==> src/rtl/psram_pd_pkg.sv <==
package psram_pd_pkg;

  typedef enum logic [1:0] {
    PD_SLEEP   = 2'd0,
    PD_KEEP4M  = 2'd1,
    PD_KEEP8M  = 2'd2,
    PD_KEEP16M = 2'd3
  } pdMode_e;

  typedef enum logic [2:0] {
    SEQ_IDLE = 3'd0,
    SEQ_GOT1 = 3'd1,
    SEQ_GOT2 = 3'd2,
    SEQ_GOT3 = 3'd3,
    SEQ_GOT4 = 3'd4,
    SEQ_GOT5 = 3'd5
  } seqState_e;

  typedef struct packed {
    logic readEn;
    logic writeEn;
    logic captureRda;
  } dpCtl_t;

endpackage

==> src/rtl/psram_pd_datapath.sv <==
module psram_pd_datapath
  import psram_pd_pkg::*;
#(
  parameter int ADDR_W = 22,
  parameter int DATA_W = 16,
  parameter int HI_W   = 4,
  parameter int LO_W   = 2
) (
  input  logic              clk,
  input  logic              rstN,
  input  logic              powerOn,
  input  dpCtl_t            ctl,
  input  logic [ADDR_W-1:0] addr,
  input  logic [DATA_W-1:0] wrData,
  input  pdMode_e           pdMode,
  output logic [DATA_W-1:0] rdData,
  output logic              topHit,
  output logic              dataMatch,
  output logic              keyHit,
  output pdMode_e           keyMode
);

  localparam int IDX_W = HI_W + LO_W;
  localparam int DEPTH = 1 << IDX_W;

  localparam logic [ADDR_W-1:0] TOP_ADDR = '1;
  localparam logic [ADDR_W-1:0] KEY_4M   = TOP_ADDR & ~(ADDR_W'(1) << (ADDR_W-3));
  localparam logic [ADDR_W-1:0] KEY_8M   = TOP_ADDR & ~(ADDR_W'(1) << (ADDR_W-2));
  localparam logic [ADDR_W-1:0] KEY_16M  = KEY_4M & KEY_8M;

  logic [DATA_W-1:0] mem [DEPTH];
  logic [DATA_W-1:0] rdaReg;
  logic [IDX_W-1:0]  idx;

  assign idx       = {addr[ADDR_W-1 -: HI_W], addr[LO_W-1:0]};
  assign topHit    = (addr == TOP_ADDR);
  assign dataMatch = (wrData == rdaReg);

  always_comb begin
    keyHit  = 1'b1;
    keyMode = PD_SLEEP;
    if (addr == TOP_ADDR)      keyMode = PD_SLEEP;
    else if (addr == KEY_4M)   keyMode = PD_KEEP4M;
    else if (addr == KEY_8M)   keyMode = PD_KEEP8M;
    else if (addr == KEY_16M)  keyMode = PD_KEEP16M;
    else                       keyHit  = 1'b0;
  end

  // Whether an entry survives power-down in the given mode
  function automatic logic keepEntry(input int unsigned ent, input pdMode_e m);
    int unsigned hi;
    hi = ent >> LO_W;
    case (m)
      PD_KEEP4M:  return hi < 1;
      PD_KEEP8M:  return hi < 2;
      PD_KEEP16M: return hi < 4;
      default:    return 1'b0;
    endcase
  endfunction

  always_ff @(posedge clk) begin
    if (!rstN) begin
      for (int i = 0; i < DEPTH; i++) mem[i] <= '0;
      rdData <= '0;
      rdaReg <= '0;
    end else if (!powerOn) begin
      for (int i = 0; i < DEPTH; i++) begin
        if (!keepEntry(i, pdMode)) mem[i] <= '0;
      end
    end else begin
      if (ctl.writeEn)    mem[idx] <= wrData;
      if (ctl.readEn)     rdData   <= mem[idx];
      if (ctl.captureRda) rdaReg   <= mem[idx];
    end
  end

  // Step-1 capture and returned read data must agree
  assert_capture_match_R2: assert property (@(posedge clk) disable iff (!rstN)
    ctl.captureRda |=> (rdaReg == rdData));

endmodule

==> src/rtl/psram_pd_ctrl.sv <==
module psram_pd_ctrl
  import psram_pd_pkg::*;
(
  input  logic    clk,
  input  logic    rstN,
  input  logic    powerOn,
  input  logic    standby,
  input  logic    cycStb,
  input  logic    isWrite,
  input  logic    topHit,
  input  logic    dataMatch,
  input  logic    keyHit,
  input  pdMode_e keyMode,
  output dpCtl_t  ctl,
  output pdMode_e pdMode,
  output logic    modeApply
);

  seqState_e state, nextState;
  logic sawIdle, applyNow, acc, gapOk, restart;

  assign acc     = cycStb && powerOn;
  assign gapOk   = sawIdle;
  assign restart = !isWrite && topHit;

  always_comb begin
    nextState = state;
    ctl       = '0;
    applyNow  = 1'b0;
    if (acc) begin
      ctl.readEn  = !isWrite;
      ctl.writeEn = isWrite;
      case (state)
        SEQ_IDLE: ;
        SEQ_GOT1, SEQ_GOT2: begin
          if (isWrite && topHit && dataMatch && gapOk)
            nextState = (state == SEQ_GOT1) ? SEQ_GOT2 : SEQ_GOT3;
          else
            nextState = SEQ_IDLE;
        end
        SEQ_GOT3, SEQ_GOT4: begin
          if (isWrite) ctl.writeEn = 1'b0;
          if (isWrite && topHit && gapOk)
            nextState = (state == SEQ_GOT3) ? SEQ_GOT4 : SEQ_GOT5;
          else
            nextState = SEQ_IDLE;
        end
        SEQ_GOT5: begin
          if (!isWrite && keyHit && gapOk) applyNow = 1'b1;
          nextState = SEQ_IDLE;
        end
        default: nextState = SEQ_IDLE;
      endcase
      if (nextState == SEQ_IDLE && restart && !applyNow) begin
        nextState      = SEQ_GOT1;
        ctl.captureRda = 1'b1;
      end
    end
  end

  always_ff @(posedge clk) begin
    if (!rstN) begin
      state     <= SEQ_IDLE;
      sawIdle   <= 1'b1;
      pdMode    <= PD_SLEEP;
      modeApply <= 1'b0;
    end else begin
      if (cycStb)       sawIdle <= 1'b0;
      else if (standby) sawIdle <= 1'b1;
      state     <= powerOn ? nextState : SEQ_IDLE;
      modeApply <= applyNow;
      if (applyNow) pdMode <= keyMode;
    end
  end

  assert_apply_single_R3: assert property (@(posedge clk) disable iff (!rstN)
    modeApply |=> !modeApply);

  assert_mode_only_on_apply_R3: assert property (@(posedge clk) disable iff (!rstN)
    !modeApply |-> $stable(pdMode));

  assert_apply_from_key_read_R6: assert property (@(posedge clk) disable iff (!rstN)
    modeApply |-> $past(cycStb && !isWrite && keyHit));

  assert_down_resets_seq_R9: assert property (@(posedge clk) disable iff (!rstN)
    !powerOn |=> (state == SEQ_IDLE));

endmodule

==> src/rtl/psram_pd_unlock.sv <==
module psram_pd_unlock
  import psram_pd_pkg::*;
#(
  parameter int ADDR_W = 22,
  parameter int DATA_W = 16,
  parameter int HI_W   = 4,
  parameter int LO_W   = 2
) (
  input  logic              clk,
  input  logic              rstN,
  input  logic              powerOn,
  input  logic              standby,
  input  logic              cycStb,
  input  logic              isWrite,
  input  logic [ADDR_W-1:0] addr,
  input  logic [DATA_W-1:0] wrData,
  output logic [DATA_W-1:0] rdData,
  output logic [1:0]        pdMode,
  output logic              modeApply
);

  dpCtl_t  ctl;
  pdMode_e modeQ, keyMode;
  logic    topHit, dataMatch, keyHit;

  psram_pd_ctrl u_ctrl (
    .clk       (clk),
    .rstN      (rstN),
    .powerOn   (powerOn),
    .standby   (standby),
    .cycStb    (cycStb),
    .isWrite   (isWrite),
    .topHit    (topHit),
    .dataMatch (dataMatch),
    .keyHit    (keyHit),
    .keyMode   (keyMode),
    .ctl       (ctl),
    .pdMode    (modeQ),
    .modeApply (modeApply)
  );

  psram_pd_datapath #(
    .ADDR_W (ADDR_W),
    .DATA_W (DATA_W),
    .HI_W   (HI_W),
    .LO_W   (LO_W)
  ) u_dp (
    .clk       (clk),
    .rstN      (rstN),
    .powerOn   (powerOn),
    .ctl       (ctl),
    .addr      (addr),
    .wrData    (wrData),
    .pdMode    (modeQ),
    .rdData    (rdData),
    .topHit    (topHit),
    .dataMatch (dataMatch),
    .keyHit    (keyHit),
    .keyMode   (keyMode)
  );

  assign pdMode = modeQ;

endmodule

==> config.mk <==
export PLATFORM = sky130hd
export DESIGN_NAME = psram_pd_unlock
export DESIGN_NICKNAME = d
export VERILOG_FILES = /design/src/rtl/psram_pd_pkg.sv /design/src/rtl/psram_pd_datapath.sv /design/src/rtl/psram_pd_ctrl.sv /design/src/rtl/psram_pd_unlock.sv
export SDC_FILE = /design/constraint.sdc
export NUM_CORES = 2
export LEC_CHECK = 0
export BUFFER_PORTS_ARGS = -buffer_cell sky130_fd_sc_hd__buf_4
export CAP_MARGIN = 25
export CORE_MARGIN = 5
export CORE_UTILIZATION = 61
export DETAILED_ROUTE_END_ITERATION = 8
export PLACE_DENSITY = 0.83
export SETUP_SLACK_MARGIN = 0.2
export SYNTH_ARGS = -nofsm -noshare
export SYNTH_HDL_FRONTEND = slang
export SYNTH_SLANG_ARGS = --single-unit
==> constraint.sdc <==
create_clock -name clk -period 4.11 [get_ports clk]
set_clock_uncertainty 0.05 [all_clocks]
set_input_delay 0 -clock clk [delete_from_list [all_inputs] [get_ports clk]]
set_output_delay 0 -clock clk [all_outputs]
set_load 0.1 [all_outputs]
==> flow_summary.ini <==
[worst_setup_path]
cp_max_fo = 16
path_cells = nand2b_1, o221ai_2, nor2_2, nand2_1, o21ai_2
cp-end-kind = register
startpoint_type = register
crit_type = reg -> reg
cpPeakStageDelay_ns = 1.00
worstPathRequired_ns = 4.36
crit_family = compound AO/OA/AOI/OAI gates
crit_buf_inv = 0
crit_slowest_cell = o21ai_2
worstPathArrival_ns = 3.24

[route]
viasPerCell = 6.823
wl_per_cell_microns = 31.07
drtPass1Iterations = 8
finalWirelength_microns = 149400
dr_total_vias = 32805
ant_nets = 0
drc = 0
drt_iter0_markers = 5663

[floorplanning]
die_height_microns = 294.8
initial_core_util_pct = 61.51
rows = 104
die_width_microns = 294.8
core_sq_mm = 0.08042
die-area_sq_mm = 0.08688
ios = 63

[clock_network]
clock_sinks = 1063
cts_buffers = 103
tritoncts = yes
post_cts_resized = 0
clock_path_buffers = 3
clk_latency_ns = 0.68
htree_levels = 3
path_clk_slew_ns = 0.07
clock_tree.root_cell = clkbuf_16

[synth]
post-synth-top-count-cell = and2_1
synth_top_family_by_area = simple AND/OR/NAND/NOR gates
synth_adder_area_share_pct = 0
synth_edf_count = 1024
synthesis.area_sq_mm = 0.04946
synth_compound_area_share_pct = 6.524
async_flop_share_pct = 0
netlist_instances = 3630
synth_mux_area_share_pct = 9.840
ys_seq_area_share_pct = 63.75
synthSimpleGateAreaFrac_pct = 16.14
synth_largest_area_cell = edfxtp_1
synth_top_cell_area_share_pct = 62.17
synth_common_cells = and2_1 (1031), edfxtp_1 (1024), clkbuf_1 (224), mux2i_1 (190), nor2_1 (146)
synth_xor_area_share_pct = 0.3010
netlist_top_cells_area = edfxtp_1 (62%), and2_1 (13%), mux4_2 (4.5%), mux2i_1 (3.8%), clkbuf_1 (1.7%)
ys_warn_count = 0
syn_nets = 3674
synth_flop_cell = edfxtp_1
synth-seq-cells = 1063
synth.distinct_cells = 75
syn_avg_cell_area_sq_um = 13.63

[power]
total_leakage_power_nw = 20.98
p_per_area_mw_per_mm2 = 438.5
ir_drop_v = 0.0003472

[sta]
period_minus_slack_ns = 2.988
worst-slew-pin-transition_ns = 1.144
setup_viol = 0
rsz0062_at_grt = false
min_period_over_period_pct = 72.69
relSlewSlack_pct = 23.25
drv_slew = 0
final-hold-violation-count = 0
whs_ns = 0.04077
timing.fmax_ghz = 0.3347
fin_tns_setup_ns = 0

[final_layout]
final_cells = 4808
area_growth_pct = 10.54
drive_gt1_share_pct = 16.06
n_fill_cell = 5179
layout.nets = 3697

[global_routing]
grt_overflow = 0
grt_pass1_vias = 31938
track_usage_pct = 33.90
antenna_found_initial = 10
grt_max_degree = 68
grt_first_pass_wirelength_microns = 215700

[outcome]
outcome = finished clean

[worst_hold_path]
hold_path_class = in -> reg

[run]
max_cap_viol_count = 0

[place]
gp_congestion = 0.9563
dp_hpwl_microns = 88530
place_inst = 4588
io_buffer_count = 62
[flip-flops by register name, indices dropped and copies added (netlist names)]
register and cells:
u_ctrl.gapOk 1, u_ctrl.modeApply 1, u_ctrl.pdMode 2, u_ctrl.state 3, u_dp.mem 1024, u_dp.rdData 16
u_dp.rdaReg 16
[power breakdown]
| part | switching [mW] | internal, mW |
|---|---|---|
| clock | 4.11 | 5.58 |
| combinational | 1.32 | 0.530 |
| sequential | 0.162 | 12.3 |
| total | 5.59 | 18.4 |
[worst paths after layout]
check	slack (ns)	from	endpoint	cells past startpoint
setup / recovery	1.12	u_ctrl.state[0]$_SDFFE_PN0P_	u_dp.mem[12][8]$_SDFFCE_PN0P_	5
hold reg to reg	0.47	u_dp.rdaReg[6]$_SDFFE_PN0P_	u_dp.rdaReg[6]$_SDFFE_PN0P_	2
hold / removal	0.04	wrData[1]	u_dp.mem[8][1]$_SDFFCE_PN0P_	2
setup reg to reg	1.12	u_ctrl.state[0]$_SDFFE_PN0P_	u_dp.mem[12][8]$_SDFFCE_PN0P_	5
[worst register-to-register path, cell delays in order (launching register included)]
cell,delay [ns]
dfxtp_1,0.44
nand2b_1,0.19
o221ai_2,0.12
nor2_2,0.19
nand2_1,0.60
o21ai_2,1.01
[metrics by stage]
stage	power (mW)	utilization [%]	setup slack, ns	cell area (sq um)
detailed placement	14.41	63.47	1.050	51040
global route	24.48	67.98	1.114	54660
global placement	14.36	63.44	1.107	51020
floorplan	13.66	-	1.149	49460
CTS	23.87	67.94	1.232	54630
finish	23.98	67.99	1.122	54680
[layer usage]
layer	wire, microns	vias up	global-route usage [%]
met1	50090	15883	45.73
met4	9602	4	17.53
li1	-	13276	-
met2	65170	3074	49.86
met3	24500	568	11.05
met5	22	-	0
[repair_timing]
action,CTS,global route
hold endpoints to repair,64,0
hold buffers,16,0
buffers inserted,0,0
[cells in the final DEF, fill, tap and decap left out, types with 5 or more instances in the layout]
cell and instances:
and2_1 1029, edfxtp_1 1024, buf_4 223, mux2i_1 190, nor2_1 145, clkbuf_16 108
mux4_2 99, a21oi_1 98, nand2_1 89, o21ai_0 72, o21ai_1 64, mux2_2 63
a22oi_1 57, a221oi_1 42, dfxtp_1 39, nand3_1 26, o221ai_1 26, a31oi_1 25
clkbuf_1 25, o2bb2ai_1 23, clkinv_2 23, nor2_2 19, clkinv_1 17, dlygate4sd3_1 16
nand2b_1 14, o22ai_1 14, xor2_1 12, bufinv_16 12, buf_12 9, nand4_1 8
nor3_1 6, a221o_1 6, a211oi_1 6, diode_2 5, nor4_1 5, xnor2_1 5
a311oi_1 5, o211ai_1 5
[layout make-up]
class,count,area [sq um],share of cell area (%)
multi-input combinational,2224,16260,29.74
clock buffer,134,2810,5.140
clock inverter,61,621.8,1.137
inverter,6,22.52,0.04119
timing repair buffer,255,2091,3.824
antenna,5,12.51,0.02288
tap,1060,1326,2.426
sequential,1063,31530,57.67
[kinds of logic (layout without fill, tap and decap cells)]
logic type,Yosys count,after routing
and+or+nand+nor,1370,1370
AOI/OAI and AO/OA,483,483
xor gates and xnor gates,17,17
buffers and inverters,343,456
muxes,354,354
other,0,5
DFF,1063,1063
Note: power is estimated with default switching activity, not from simulation.
